<file path="src/rtl/dual_issue_pkg.sv">
package dual_issue_pkg;
  typedef enum logic [1:0] {
    CLS_ALU  = 2'd0,
    CLS_MEM  = 2'd1,
    CLS_BR   = 2'd2,
    CLS_ALU2 = 2'd3
  } op_cls_e;

  localparam int unsigned N_SRC = 2;

  function automatic logic is_alu(input logic [1:0] c);
    return (c == CLS_ALU) || (c == CLS_ALU2);
  endfunction
endpackage

</file>
<file path="src/rtl/dual_issue_raw_chk.sv">
module dual_issue_raw_chk
  import dual_issue_pkg::*;
#(
  parameter int unsigned REG_AW = 5
) (
  input  logic [REG_AW-1:0] old_rd_i,
  input  logic              old_we_i,
  input  logic [REG_AW-1:0] yng_rs1_i,
  input  logic [REG_AW-1:0] yng_rs2_i,
  input  logic [N_SRC-1:0]  yng_use_i,
  output logic              raw_o
);
  logic [REG_AW-1:0] src [N_SRC];
  logic [N_SRC-1:0]  hit;

  assign src[0] = yng_rs1_i;
  assign src[1] = yng_rs2_i;

  for (genvar g = 0; g < N_SRC; g++) begin : g_src
    assign hit[g] = yng_use_i[g] && (src[g] == old_rd_i);
  end

  assign raw_o = old_we_i && (|hit);
endmodule

</file>
<file path="src/rtl/dual_issue_steer.sv">
module dual_issue_steer
  import dual_issue_pkg::*;
(
  input  logic [1:0] old_cls_i,
  input  logic [1:0] yng_cls_i,
  input  logic       pair_i,
  output logic       cls_ok_o,
  output logic       old_to_b_o
);
  logic old_mem, old_br, yng_mem, yng_br;

  assign old_mem = (old_cls_i == CLS_MEM);
  assign old_br  = (old_cls_i == CLS_BR);
  assign yng_mem = (yng_cls_i == CLS_MEM);
  assign yng_br  = (yng_cls_i == CLS_BR);

  // each single-capable pipe can take only one of the pair
  assign cls_ok_o = !(old_mem && yng_mem) && !(old_br && yng_br);

  // older ALU yields pipe A only to a paired younger memory op
  assign old_to_b_o = old_br || (is_alu(old_cls_i) && pair_i && yng_mem);
endmodule

</file>
<file path="src/rtl/pair_issue_steer.sv">
module pair_issue_steer
  import dual_issue_pkg::*;
#(
  parameter int unsigned REG_AW = 5
) (
  input  logic              clk_i,
  input  logic              rst_ni,
  input  logic              stall_i,
  input  logic              old_valid_i,
  input  logic [1:0]        old_cls_i,
  input  logic [REG_AW-1:0] old_rd_i,
  input  logic              old_we_i,
  input  logic              yng_valid_i,
  input  logic [1:0]        yng_cls_i,
  input  logic [REG_AW-1:0] yng_rs1_i,
  input  logic [REG_AW-1:0] yng_rs2_i,
  input  logic [1:0]        yng_use_i,
  output logic [1:0]        consumed_o,
  output logic              pipe_a_valid_o,
  output logic              pipe_a_sel_o,
  output logic              pipe_b_valid_o,
  output logic              pipe_b_sel_o
);
  logic raw, cls_ok, old_to_b;
  logic iss_old, iss_yng;
  logic a_take, a_sel_n, b_take, b_sel_n;

  dual_issue_raw_chk #(.REG_AW(REG_AW)) u_raw (
    .old_rd_i  (old_rd_i),
    .old_we_i  (old_we_i),
    .yng_rs1_i (yng_rs1_i),
    .yng_rs2_i (yng_rs2_i),
    .yng_use_i (yng_use_i),
    .raw_o     (raw)
  );

  dual_issue_steer u_steer (
    .old_cls_i  (old_cls_i),
    .yng_cls_i  (yng_cls_i),
    .pair_i     (iss_yng),
    .cls_ok_o   (cls_ok),
    .old_to_b_o (old_to_b)
  );

  assign iss_old    = old_valid_i && !stall_i;
  assign iss_yng    = iss_old && yng_valid_i && !raw && cls_ok;
  assign consumed_o = {1'b0, iss_old} + {1'b0, iss_yng};

  // younger always takes the pipe the older one leaves
  assign a_take  = (iss_old && !old_to_b) || (iss_yng && old_to_b);
  assign a_sel_n = !(iss_old && !old_to_b);
  assign b_take  = (iss_old && old_to_b) || (iss_yng && !old_to_b);
  assign b_sel_n = !(iss_old && old_to_b);

  always_ff @(posedge clk_i or negedge rst_ni) begin
    if (!rst_ni) begin
      pipe_a_valid_o <= 1'b0;
      pipe_a_sel_o   <= 1'b0;
      pipe_b_valid_o <= 1'b0;
      pipe_b_sel_o   <= 1'b0;
    end else if (!stall_i) begin
      pipe_a_valid_o <= a_take;
      pipe_a_sel_o   <= a_take ? a_sel_n : 1'b0;
      pipe_b_valid_o <= b_take;
      pipe_b_sel_o   <= b_take ? b_sel_n : 1'b0;
    end
  end
endmodule

</file>
<file path="config.mk">
export PLATFORM = sky130hd
export DESIGN_NAME = pair_issue_steer
export DESIGN_NICKNAME = d
export VERILOG_FILES = /design/src/rtl/dual_issue_pkg.sv /design/src/rtl/dual_issue_raw_chk.sv /design/src/rtl/dual_issue_steer.sv /design/src/rtl/pair_issue_steer.sv
export SDC_FILE = /design/constraint.sdc
export NUM_CORES = 1
export LEC_CHECK = 0
export ABC_AREA = 1
export BUFFER_PORTS_ARGS = -buffer_cell sky130_fd_sc_hd__buf_2
export CAP_MARGIN = 15
export CELL_PAD_IN_SITES_DETAIL_PLACEMENT = 1
export CELL_PAD_IN_SITES_GLOBAL_PLACEMENT = 1
export CORE_MARGIN = 2
export CORE_UTILIZATION = 27
export CTS_CLUSTER_SIZE = 16
export DETAILED_ROUTE_END_ITERATION = 8
export PLACE_DENSITY_LB_ADDON = 0.1
export SETUP_SLACK_MARGIN = 0.1
export SLEW_MARGIN = 20
export SYNTH_ARGS = -nofsm -noshare
export SYNTH_HDL_FRONTEND = slang
export SYNTH_HIERARCHICAL = 1
export SYNTH_SLANG_ARGS = --single-unit
</file>
<file path="constraint.sdc">
create_clock -name clk_i -period 2.3 [get_ports clk_i]
set_clock_uncertainty 0.05 [all_clocks]
set_input_delay 0.115 -clock clk_i [delete_from_list [all_inputs] [get_ports clk_i]]
set_output_delay 0.115 -clock clk_i [all_outputs]
set_load 0.01 [all_outputs]
</file>
# [Word-level counts from Yosys, hierarchy flattened]
# Cells that the tools add are included.
# Widths: inputs -> output; s select.
[op_classes] n_addsub=1 n_eq_ne=7 reduce_logical=29 mux=2
[ops] operator="$logic_and 1x1->1" count=16
[ops] operator="$eq 5x5->1" count=2
[ops] operator="$logic_not 1->1" count=7
[ops] operator="$eq 2x2->1 const B" count=3
[ops] operator="$eq 2x1->1 const B" count=2
[ops] operator="$logic_or 1x1->1" count=4
[ops] operator="$add 1x1->2" count=1
[ops] operator="$logic_not 2->1" count=1
[ops] operator="$mux 1" count=2
[ops] operator="$reduce_or 2->1" count=1
[word_totals] out_inout_bits=6 wordCells=43 inputBits=27 reg_bits=4

# [Longest topological paths before layout]
# Gate-level depths: netlist of the first run.
[logic_depth] depth_word=14 depth_mapped=16

# [Hierarchy]
# The synthesis of the first run kept the hierarchy.
[modules_own_cells] mod="pair_issue_steer" area_per_inst_um2=247.7 n_inst=1 seq_area_each_um2=100.1 cells_each=32
[modules_own_cells] mod="dual_issue_raw_chk" area_per_inst_um2=206.4 n_inst=1 seq_area_each_um2=0.0 cells_each=54
[modules_own_cells] mod="dual_issue_steer" area_per_inst_um2=76.3 n_inst=1 seq_area_each_um2=0.0 cells_each=13

# [Worst setup path after synthesis of the first run]
# Ideal clock, no wire load.
[synth_timing] path_kind="input to register" startpoint="in old_cls_i[0]" endpoint="reg pipe_a_valid_o" path_slack_ns=0.904 n_path_buf=0 t_arrival_ns=1.229 t_required_ns=2.133 stages=14 cell_sequence="inv_1 ha_1 nand3_1 nand2_1 inv_1 nand2_1 nor3_2 nand2_1 o21bai_2 inv_1 nand3_1 nand2_1 inv_1 nand2_1"
[synth_between] elab_chain_cells=11
[synth_rtl] item="start: declaration" line_no="pair_issue_steer.sv:10" source="input logic [1:0] old_cls_i,"
[synth_rtl] item="$eq 2x1->1 or $eq 2x2->1 (tied branches)" line_no="dual_issue_steer.sv:12, dual_issue_steer.sv:13"
[synth_rtl] item="$logic_and 1x1->1" line_no="dual_issue_steer.sv:18" source="assign cls_ok_o = !(old_mem && yng_mem) && !(old_br && yng_br);"
[synth_rtl] item="$logic_not 1->1" line_no="dual_issue_steer.sv:18"
[synth_rtl] item="$logic_and 1x1->1 (*)" line_no="dual_issue_steer.sv:18"
[synth_rtl] item="via cls_ok" line_no="pair_issue_steer.sv:24" source="logic raw, cls_ok, old_to_b;"
[synth_rtl] item="$logic_and 1x1->1 (*)" line_no="pair_issue_steer.sv:46" source="assign iss_yng = iss_old && yng_valid_i && !raw && cls_ok;"
[synth_rtl] item="via iss_yng" line_no="pair_issue_steer.sv:25" source="logic iss_old, iss_yng;"
[synth_rtl] item="$logic_and 1x1->1 (*) (2 in series)" line_no="dual_issue_steer.sv:21" source="assign old_to_b_o = old_br || (is_alu(old_cls_i) && pair_i && yng_mem);"
[synth_rtl] item="$logic_or 1x1->1 (*)" line_no="dual_issue_steer.sv:21"
[synth_rtl] item="via old_to_b" line_no="pair_issue_steer.sv:24"
[synth_rtl] item="$logic_not 1->1" line_no="pair_issue_steer.sv:50" source="assign a_take = (iss_old && !old_to_b) || (iss_yng && old_to_b);"
[synth_rtl] item="$logic_and 1x1->1" line_no="pair_issue_steer.sv:50"
[synth_rtl] item="$logic_or 1x1->1 (*)" line_no="pair_issue_steer.sv:50"
[synth_rtl] item="end signal: assignment" line_no="pair_issue_steer.sv:62" source="pipe_a_valid_o <= a_take;"
[synth_rtl] item="end: declaration" line_no="pair_issue_steer.sv:19" source="output logic pipe_a_valid_o,"
# The timed path passes the listed nets; every way through them passes the cells marked *.
# A chain may end at the register's enable or synchronous reset.

# [Worst setup path in the final report of the first run]
[layout_timing] startpoint="in old_rd_i[4]" endpoint="out consumed_o[0]"
[layout_between] elab_chain_cells=8
[layout_rtl] item="start: declaration" line_no="pair_issue_steer.sv:11" source="input logic [REG_AW-1:0] old_rd_i,"
[layout_rtl] item="$eq 5x5->1" line_no="dual_issue_raw_chk.sv:20" source="assign hit[g] = yng_use_i[g] && (src[g] == old_rd_i);"
[layout_rtl] item="$logic_and 1x1->1" line_no="dual_issue_raw_chk.sv:20"
[layout_rtl] item="$reduce_or 2->1 (*)" line_no="dual_issue_raw_chk.sv:23" source="assign raw_o = old_we_i && (|hit);"
[layout_rtl] item="$logic_and 1x1->1 (*)" line_no="dual_issue_raw_chk.sv:23"
[layout_rtl] item="via raw" line_no="pair_issue_steer.sv:24"
[layout_rtl] item="$logic_not 1->1 (*)" line_no="pair_issue_steer.sv:46"
[layout_rtl] item="$logic_and 1x1->1 (*) (2 in series)" line_no="pair_issue_steer.sv:46"
[layout_rtl] item="via iss_yng" line_no="pair_issue_steer.sv:25"
[layout_rtl] item="$add 1x1->2 (*)" line_no="pair_issue_steer.sv:47" source="assign consumed_o = {1'b0, iss_old} + {1'b0, iss_yng};"
[layout_rtl] item="end: declaration" line_no="pair_issue_steer.sv:18" source="output logic [1:0] consumed_o,"
# Marks and branches as above.

==> out/qor.txt, run 1 <==
Outcome = finished clean
GP Congestion = 0.685
Clk_lat worst skew = 0.22 ns
Type of origin of the critical path = input pin
Synth area leader = nand2_1
Synthesized instance count = 99
Worst path arrival time = 1.34 ns
Die Span Y = 48.3 um
Routed wire length per instance = 7.17 um
Clock-pin slew on the worst setup and hold paths = 0.04 ns
Via count = 638
Critical-path top delay cell = ha_1
Unrepaired setup endpoints after global routing = false
Die X-Extent = 48.3 um
Worst Hold Slack = 0.115 ns
Die ar. = 2340 um2
Slew Limit Fails = 0
FF-to-FF path depth = 4
Slew of the pin with the lowest slew margin = 0.195 ns
Cell mode on critical path = nand2_1
Final HPWL DP = 1080 um
Peak supply drop = 0.262 mV
Crit share post-route = 65.4%
GR Overflow Total = 0
Total GRT Usage = 11.8%
Maximum fanout along the worst path = 3
Port-buffer cells = 32
Row Count = 16
DP Worst Slack = 0.648 ns
Fin Setup TNS = 0 ns
Area of the core = 1900 um2
Antenna diodes = 0
Static leakage = 0.546 nW
Hold_buf cts = 1
Vias in the first global route = 592
Worst relative slew slack = 87.0%
DRC Markers = 0
Grt met3 use = 2.78%
M1 GR Usage = 14.6%
Starting Density = 27.9%
Post-place instance area = 724 um2
Final hold vios = 0
Worst Setup End Kind = output pin
Fin worst setup slack = 0.796 ns
Yosys warns = 6
Final instance area = 757 um2
Critical Path RT = 2.13 ns
Postcts setup bufs = 0
Hold Path Class = input pin to flip-flop
Critical path type = input pin to output pin
Clock buffer depth = 2
R2r setup slk = 1.55 ns
Synth-to-Final Area Change = 42.7%
Worst R2R End = pipe_b_valid_o
# clock sinks = 4
Met2 Usage GRT = 19.4%
CTS tree = built
Critical Path Max Stage Delay = 0.28 ns
Crit path to = consumed_o[0]
Max Freq = 0.665 GHz
Htree depth = 1
Yosys reg bits = 4
Iteration-0 DRC Markers = 2
Syn Nets = 129
Fillers = 287
Power density over the cells = 339 nW/um2
I/O pin cnt = 33
Final WL = 1160 um
Worst-path cell chain = buf_2, inv_1, nand2_1, nand2_1, nor2_1, nand3_1, a21oi_1, inv_1, nand2_1, nor3_2, ha_1, buf_2
Yosys cell types = 15
Maximum capacitance violations = 0
Main area contributors after synthesis = nand2_1, dfrtp_1, inv_1, ha_1, nor2_1
Via density = 3.94
Root buf cell = clkbuf_4
Most Crowded Layer GR = met2
Antenna violations before repair = 0
Seq/Total Area, Yosys = 18.9%
Share of layout cells above drive strength 1 = 32.6%
Pre-Repair DR Iteration Count = 4
First-pass GRT wire length = 2240 um
Critical R2R Launch = pipe_b_valid_o
Post-synth top area share = 30.4%
Setup violations, final = 0
Tmin final = 1.50 ns
Setup crit start = old_rd_i[4]
Mapped Area = 531 um2
Most frequent cells in the layout = nand2_1, buf_2, inv_1
Pin count of the biggest net entering global routing = 6
Routed Antenna Nets = 0
TritonCTS Buffers = 3
CTS resizes = 0
Mean Syn Cell Area = 5.36 um2
Number of nets in the layout = 167
Commonest non-fill, non-tap cell in the layout = nand2_1
-- Yosys cell counts (all sizes together) --
library cell and count:
nand2 45, nand3 6, a21oi 1, nor3 1, ha 3, dfrtp 4
nor2 10, o21bai 1, inv 28
-- cells by family (layout without fill, tap and decap cells) --
kind of cell / count (synthesis) / in the layout / share of synthesized area, %
AO/OA/AOI/OAI: 2 / 2 / 3.06
adder cells (fa/ha/maj): 3 / 3 / 7.08
AND/OR/NAND/NOR: 62 / 62 / 51.2
buffers and inverters: 28 / 64 / 19.8
flip-flops: 4 / 4 / 18.9
-- sequential cells by signal (all words and copies together) (netlist names) --
| signal | count |
|---|---|
| pipe_a_sel_o | 1 |
| pipe_a_valid_o | 1 |
| pipe_b_sel_o | 1 |
| pipe_b_valid_o | 1 |
-- worst max-delay path: cells and delay by family --
family / cells / cell delay (ns)
AO/OA/AOI/OAI: 1 / 0.15
buffers and inverters: 4 / 0.34
AND/OR/NAND/NOR: 6 / 0.45
adder cells (fa/ha/maj): 1 / 0.28
-- routing by layer --
metal | up-vias | wire length [um]
met3 | 0 | 55
met1 | 270 | 556
met4 | 0 | 0
met2 | 16 | 550
met5 | - | 0
li1 | 352 | -
-- where the power goes --
| part | internal, W | leakage [nW] | switching, W | total, W |
|---|---|---|---|---|
| clock | 0.0000580 | 0.0138 | 0.0000239 | 0.0000819 |
| combinational | 0.0000436 | 0.480 | 0.0000521 | 0.0000957 |
| sequential | 0.0000767 | 0.0525 | 0.00000262 | 0.0000793 |
-- worst min-delay path by stage --
stage	startpoint	to	cells after the start
after global routing	stall_i	pipe_a_sel_o	3
after floorplan	rst_ni	pipe_a_sel_o	0
after detailed placement	rst_ni	pipe_b_sel_o	1
after global placement	rst_ni	pipe_a_sel_o	1
after CTS	stall_i	pipe_a_sel_o	3
final	stall_i	pipe_b_sel_o	3
-- area by class of cell --
type                            instances  area (um2)  share of cell area, %
Tap cell                               27        33.8                   4.46
Timing Repair Buffer                   33         170                   22.5
Inverter                               28         105                   13.9
Multi-Input combinational cell         67         325                   43.0
Sequential cell                         4         100                   13.2
Clock buffer                            3        22.5                   2.98
-- per-stage QoR --
stage	cells	utilization, %	power, W
floorplan	99	-	0.000132
global placement	158	38.1	0.000175
detailed placement	158	38.1	0.000177
CTS	162	39.8	0.000265
global route	162	39.8	0.000282
finish	162	39.8	0.000257
(Power assumes the default switching activity.)
==> run 2, diff against run 1 <==
Settings changed: ABC_AREA 1 to 0, CORE_UTILIZATION 27 to 24.
Clock period 2.3 ns to 1.44 ns, I/O delays scaled along.
==> run 2 against run 1 <==
  * The flow now finishes with violations (setup timing)
  * Final cell count fell by 38%
  * Register-to-register slack got worse by 0.99 ns
  * Design area increased by 13%
  * Critical path depth is 2 lower
  * Sequential share of layout area fell by 1.5 points
==> out/qor.txt, run 2 <==
Synthesized instance count = 39
Yosys reg bits = 4
Antenna diodes = 0
Slew of the pin with the lowest slew margin = 0.246 ns
CTS tree = built
Commonest non-fill, non-tap cell in the layout = buf_2
Port-buffer cells = 32
Most frequent cells in the layout = buf_2, buf_6, buf_4, xnor2_2, dfrtp_1
Root buf cell = clkbuf_4
Unrepaired setup endpoints after global routing = true
Critical path type = input pin to output pin
Iteration-0 DRC Markers = 4
Post-synth top area share = 26.3%
Simple logic cell fraction of the synthesized area = 22.0%
Fillers = 175
GR Overflow Total = 0
Adder-Cell Fraction of Synth Area = 9.87%
Worst-path cell chain = buf_6, xnor2_2, nand3_1, o22ai_1, and2b_1, nand3_2, inv_2, buf_6, ha_4, buf_6
Critical Path Max Stage Delay = 0.22 ns
Clock-pin slew on the worst setup and hold paths = 0.04 ns
Type of origin of the critical path = input pin
GP Congestion = 0.639
Pin count of the biggest net entering global routing = 7
Area of the multi-input gates = 370 um2
Mean Syn Cell Area = 9.75 um2
FF-to-FF path depth = 1
Fin util = 57.6%
Die ar. = 1920 um2
M1 GR Usage = 13.4%
Ys flop type = dfrtp_1
Pre-Repair DR Iteration Count = 3
Commonest cells post-synth = xnor2_1, dfrtp_1, ha_1
Crit share post-route = 102%
Final hold vios = 0
Die Span Y = 43.8 um
Worst Setup End Kind = output pin
Largest family of logic cells by synthesized area = XOR/XNOR gates
Number of nets in the layout = 116
Slew Limit Fails = 0
Via density = 4.55
Peak supply drop = 0.209 mV
Power density over the cells = 555 nW/um2
Storage element area = 100 um2
Hold Path Class = input pin to flip-flop
Htree depth = 1
Mapped Area = 380 um2
Yosys cell types = 20
DP Worst Slack = -0.184 ns
WHS Path Cells = 3
Critical Path RT = 1.32 ns
Fraction of registers with async set/reset = 100%
Post-Layout Cell Count = 100
Total GRT Usage = 13.7%
Final WL = 1130 um
Grt met3 use = 1.67%
Setup violations, final = 1
Post-Synth XOR/XNOR Area = 23.0%
Critical-path top delay cell = ha_4
Most Crowded Layer GR = met2
TritonCTS Buffers = 3
Starting Density = 25.5%
Top-count cell post-synth = xnor2_1
Clock buffer depth = 2
Worst Hold Slack = 0.0614 ns
Synth Area in Compound Gates = 15.8%
Syn Nets = 69
Maximum fanout along the worst path = 2
EDFF count, synth = 0
Cell mode on critical path = buf_6
Via count = 455
I/O pin cnt = 33
Share of layout cells above drive strength 1 = 76.2%
Die X-Extent = 43.8 um
First-pass GRT wire length = 1880 um
Routed Antenna Nets = 0
Fin worst setup slack = -0.0345 ns
Vias in the first global route = 520
Mux contribution to synthesized area = 0%
Violated checks = setup timing
Row Count = 14
Yosys warns = 6
Main area contributors after synthesis = dfrtp_1, xnor2_1, ha_1, nor2b_2, nor2b_4
Maximum capacitance violations = 0
DRC Markers = 0
Worst relative slew slack = 83.5%
Synth-to-Final Area Change = 125%
Clk_lat worst skew = 0.23 ns
Antenna violations before repair = 0
Area of the core = 1490 um2
Synth area leader = dfrtp_1
Static leakage = 0.434 nW
DP Cell Count = 90
# clock sinks = 4
Worst path arrival time = 1.35 ns
Routed wire length per instance = 11.3 um
Outcome = finished, violations left
Max Freq = 0.678 GHz
Tmin final = 1.47 ns
Seq/Total Area, Yosys = 26.3%
Met2 Usage GRT = 24.4%
[run 2: stage by stage]
step                      total power (W)  instance area (um2)  setup TNS (ns)
after floorplan                  0.000205                  424               0
after global placement           0.000280                  627          -0.479
after detailed placement         0.000281                  627          -0.642
after CTS                        0.000459                  774         -0.0439
after global routing             0.000507                  857          -0.307
final                            0.000475                  857         -0.0345
[run 2: worst paths after layout]
kind                                startpoint             end  slack [ns]
worst max-delay path               old_rd_i[1]   consumed_o[0]       -0.03
worst min register to register    pipe_b_sel_o    pipe_b_sel_o        0.43
worst min-delay path                   stall_i    pipe_b_sel_o        0.06
worst max register to register  pipe_a_valid_o  pipe_a_valid_o        0.56
max in group asynchronous               rst_ni    pipe_a_sel_o        1.10
min in group asynchronous               rst_ni  pipe_b_valid_o        0.12
[run 2: critical path: cells and delay by family]
| family | cells | cell delay (ns) |
|---|---|---|
| and+or+nand+nor | 3 | 0.37 |
| adders and majority gates | 1 | 0.22 |
| buffers and inverters | 4 | 0.38 |
| xor gates and xnor gates | 1 | 0.14 |
| AOI/OAI and AO/OA | 1 | 0.17 |
[run 2: power by group]
part           internal (W)  leakage (nW)  switching, W
Combinational      0.000133         0.368     0.0000776
Clock             0.0000931        0.0138     0.0000443
Sequential         0.000122        0.0525    0.00000454
Total              0.000349         0.434      0.000126
[run 2: cell families after synthesis]
| group | Yosys count |
|---|---|
| adders and majority gates | 3 |
| buffers and inverters | 3 |
| and+or+nand+nor | 11 |
| xor gates and xnor gates | 10 |
| DFF | 4 |
| AOI/OAI and AO/OA | 8 |
[run 2: cell type report]
| class | instances | area share [%] |
|---|---|---|
| clock buffer | 3 | 2.63 |
| inverter | 3 | 1.31 |
| multi-input combinational | 32 | 43.2 |
| sequential | 4 | 11.7 |
| tap | 16 | 2.34 |
| timing repair buffer | 42 | 38.8 |
[run 2: timing repair]
| item | in CTS | in global routing |
|---|---|---|
| setup endpoints to repair | 4 | 6 |
| gates resized for setup | 15 | 16 |
| hold buffers | 1 | 0 |
| hold endpoints to repair | 4 | 0 |
| setup buffers | 5 | 2 |
| pin swaps | 9 | 12 |
[run 2: layer usage]
metal | vias up | part of all wire [%]
met5 | - | 0
met4 | 0 | 3.4
met3 | 4 | 7.9
met2 | 24 | 52
met1 | 198 | 37
li1 | 229 | -
==> run 3, diff against run 2 <==
Settings changed: SETUP_SLACK_MARGIN 0.1 to 0.4.
==> run 3 against run 2 <==
  * The run still ends with setup timing left
  * Hold slack improved by 0.0076 ns
  * Highest routed layer unchanged
  * Total power shrank 1.9%
  * Utilization is 3.4 points lower
  * Via count decreased by 0.22%
  * Global-route usage rose by 0.92 points
  * Critical endpoint unchanged
  * Count of clock-buffer cells in the layout unchanged
  * Setup slack got worse by 0.018 ns
==> out/qor.txt, run 3 (synthesized netlist as in run 2, its figures left out) <==
Worst Setup End Kind = output pin
Row Count = 14
Routed Antenna Nets = 0
Critical Path Max Stage Delay = 0.22 ns
Setup violations, final = 1
Via density = 4.68
Cell mode on critical path = buf_6
Share of layout cells above drive strength 1 = 72.8%
Slew of the pin with the lowest slew margin = 0.265 ns
Worst Hold Slack = 0.0690 ns
Final WL = 1200 um
Fin util = 54.2%
Die X-Extent = 43.8 um
Commonest non-fill, non-tap cell in the layout = buf_2
Final hold vios = 0
Static leakage = 0.407 nW
Area of the core = 1490 um2
Pre-Repair DR Iteration Count = 2
Comb power frac = 42.4%
Worst relative slew slack = 82.3%
Port-buffer cells = 32
GR Overflow Total = 0
CTS tree = built
First-pass GRT wire length = 2040 um
Final HPWL DP = 917 um
Pin count of the biggest net entering global routing = 7
Critical-path top delay cell = ha_4
Seq pwr share = 27.4%
Starting Density = 25.5%
Peak supply drop = 0.211 mV
Type of origin of the critical path = input pin
DRC Markers = 0
Htree depth = 1
Max Freq = 0.670 GHz
Vias in the first global route = 526
Critical path type = input pin to output pin
Int Power = 0.000338 W
Violated checks = setup timing
Kind of cell adding the most delay to the critical path = buffers and inverters
Worst path arrival time = 1.37 ns
Via count = 454
Crit share post-route = 104%
Synth-to-Final Area Change = 112%
Maximum fanout along the worst path = 2
Clock buffer depth = 2
Total power = 0.000467 W
Routed wire length per instance = 12.4 um
Iteration-0 DRC Markers = 1
Fin worst setup slack = -0.0524 ns
WHS Path Cells = 3
FF-to-FF path depth = 1
Power density over the cells = 578 nW/um2
# clock sinks = 4
Worst Path Buf+Inv = 4
CP Depth = 10
Crit path to = consumed_o[0]
Slew Limit Fails = 0
Net switching power = 0.000129 W
Tmin final = 1.49 ns
R2r setup slk = 0.52 ns
Setup crit start = old_rd_i[1]
Hold Path Class = input pin to flip-flop
DP Worst Slack = -0.198 ns
Total GRT Usage = 14.6%
Worst-path cell chain = buf_4, xnor2_2, nand3_1, o22ai_1, and2b_1, nand3_2, inv_2, buf_6, ha_4, buf_6
Die ar. = 1920 um2
Most frequent cells in the layout = buf_2, buf_6, xnor2_2
I/O pin cnt = 33
Outcome = finished, violations left
Die Span Y = 43.8 um
Critical R2R Launch = pipe_a_valid_o
Number of nets in the layout = 113
Unrepaired setup endpoints after global routing = true
Clk_lat worst skew = 0.24 ns
Root buf cell = clkbuf_4
Clock share of power = 30.2%
Sw frac = 27.6%
Clock-pin slew on the worst setup and hold paths = 0.04 ns
Antenna violations before repair = 0
Maximum capacitance violations = 0
Worst R2R End = pipe_a_valid_o
Antenna diodes = 0
Critical Path RT = 1.32 ns
TritonCTS Buffers = 3
GP Congestion = 0.656
==> run 3: worst min path at each step <==
stage / from / to
after floorplan: rst_ni / pipe_a_sel_o
final: stall_i / pipe_b_sel_o
after global placement: rst_ni / pipe_a_sel_o
after CTS: stall_i / pipe_b_sel_o
after global routing: stall_i / pipe_b_sel_o
after detailed placement: rst_ni / pipe_b_sel_o
==> run 3: area by class of cell <==
class	count	area [um2]
clock buffer	3	22.5
fill	175	682
sequential	4	100
timing repair buffer	39	294
multi-input combinational	32	359
inverter	3	11.3
tap	16	20.0
==> run 3: metal layers <==
| layer | vias to the layer above | global-route usage [%] | wire length [um] |
|---|---|---|---|
| li1 | 223 | - | - |
| met1 | 203 | 12.8 | 433 |
| met2 | 25 | 30.0 | 648 |
| met3 | 3 | 1.67 | 91 |
| met4 | 0 | 9.09 | 31 |
| met5 | - | 0 | 0 |
==> run 3: per-stage QoR <==
stage	instances	instance area [um2]	TNS, ns
4_1_cts	96	758	-0.0477
2_1_floorplan	39	424	0
5_1_grt	97	807	-0.226
3_5_place_dp	90	627	-0.718
6_report	97	807	-0.0524
3_3_place_gp	90	627	-0.460
==> run 3: what timing repair did <==
action,4_1_cts,5_1_grt
buffers inserted,2,1
endpoints found under the hold margin,4,0
hold buffers,1,0
setup endpoints to repair,6,6
pin swaps,8,7
resized for setup,17,7
cloned,0,0
==> run 3: power by group through the flow <==
| stage | Combinational [W] | Sequential [W] | Clock (W) |
|---|---|---|---|
| floorplan | 0.0000718 | 0.000133 | 0 |
| global placement | 0.000151 | 0.000129 | 0 |
| detailed placement | 0.000152 | 0.000129 | 0 |
| CTS | 0.000184 | 0.000127 | 0.000146 |
| global route | 0.000217 | 0.000129 | 0.000149 |
| finish | 0.000198 | 0.000128 | 0.000141 |
==> run 3: worst min-delay path, stage by stage <==
cell     delay (ns)
buf_2          0.13
nand2_1        0.07
o21ai_2        0.05
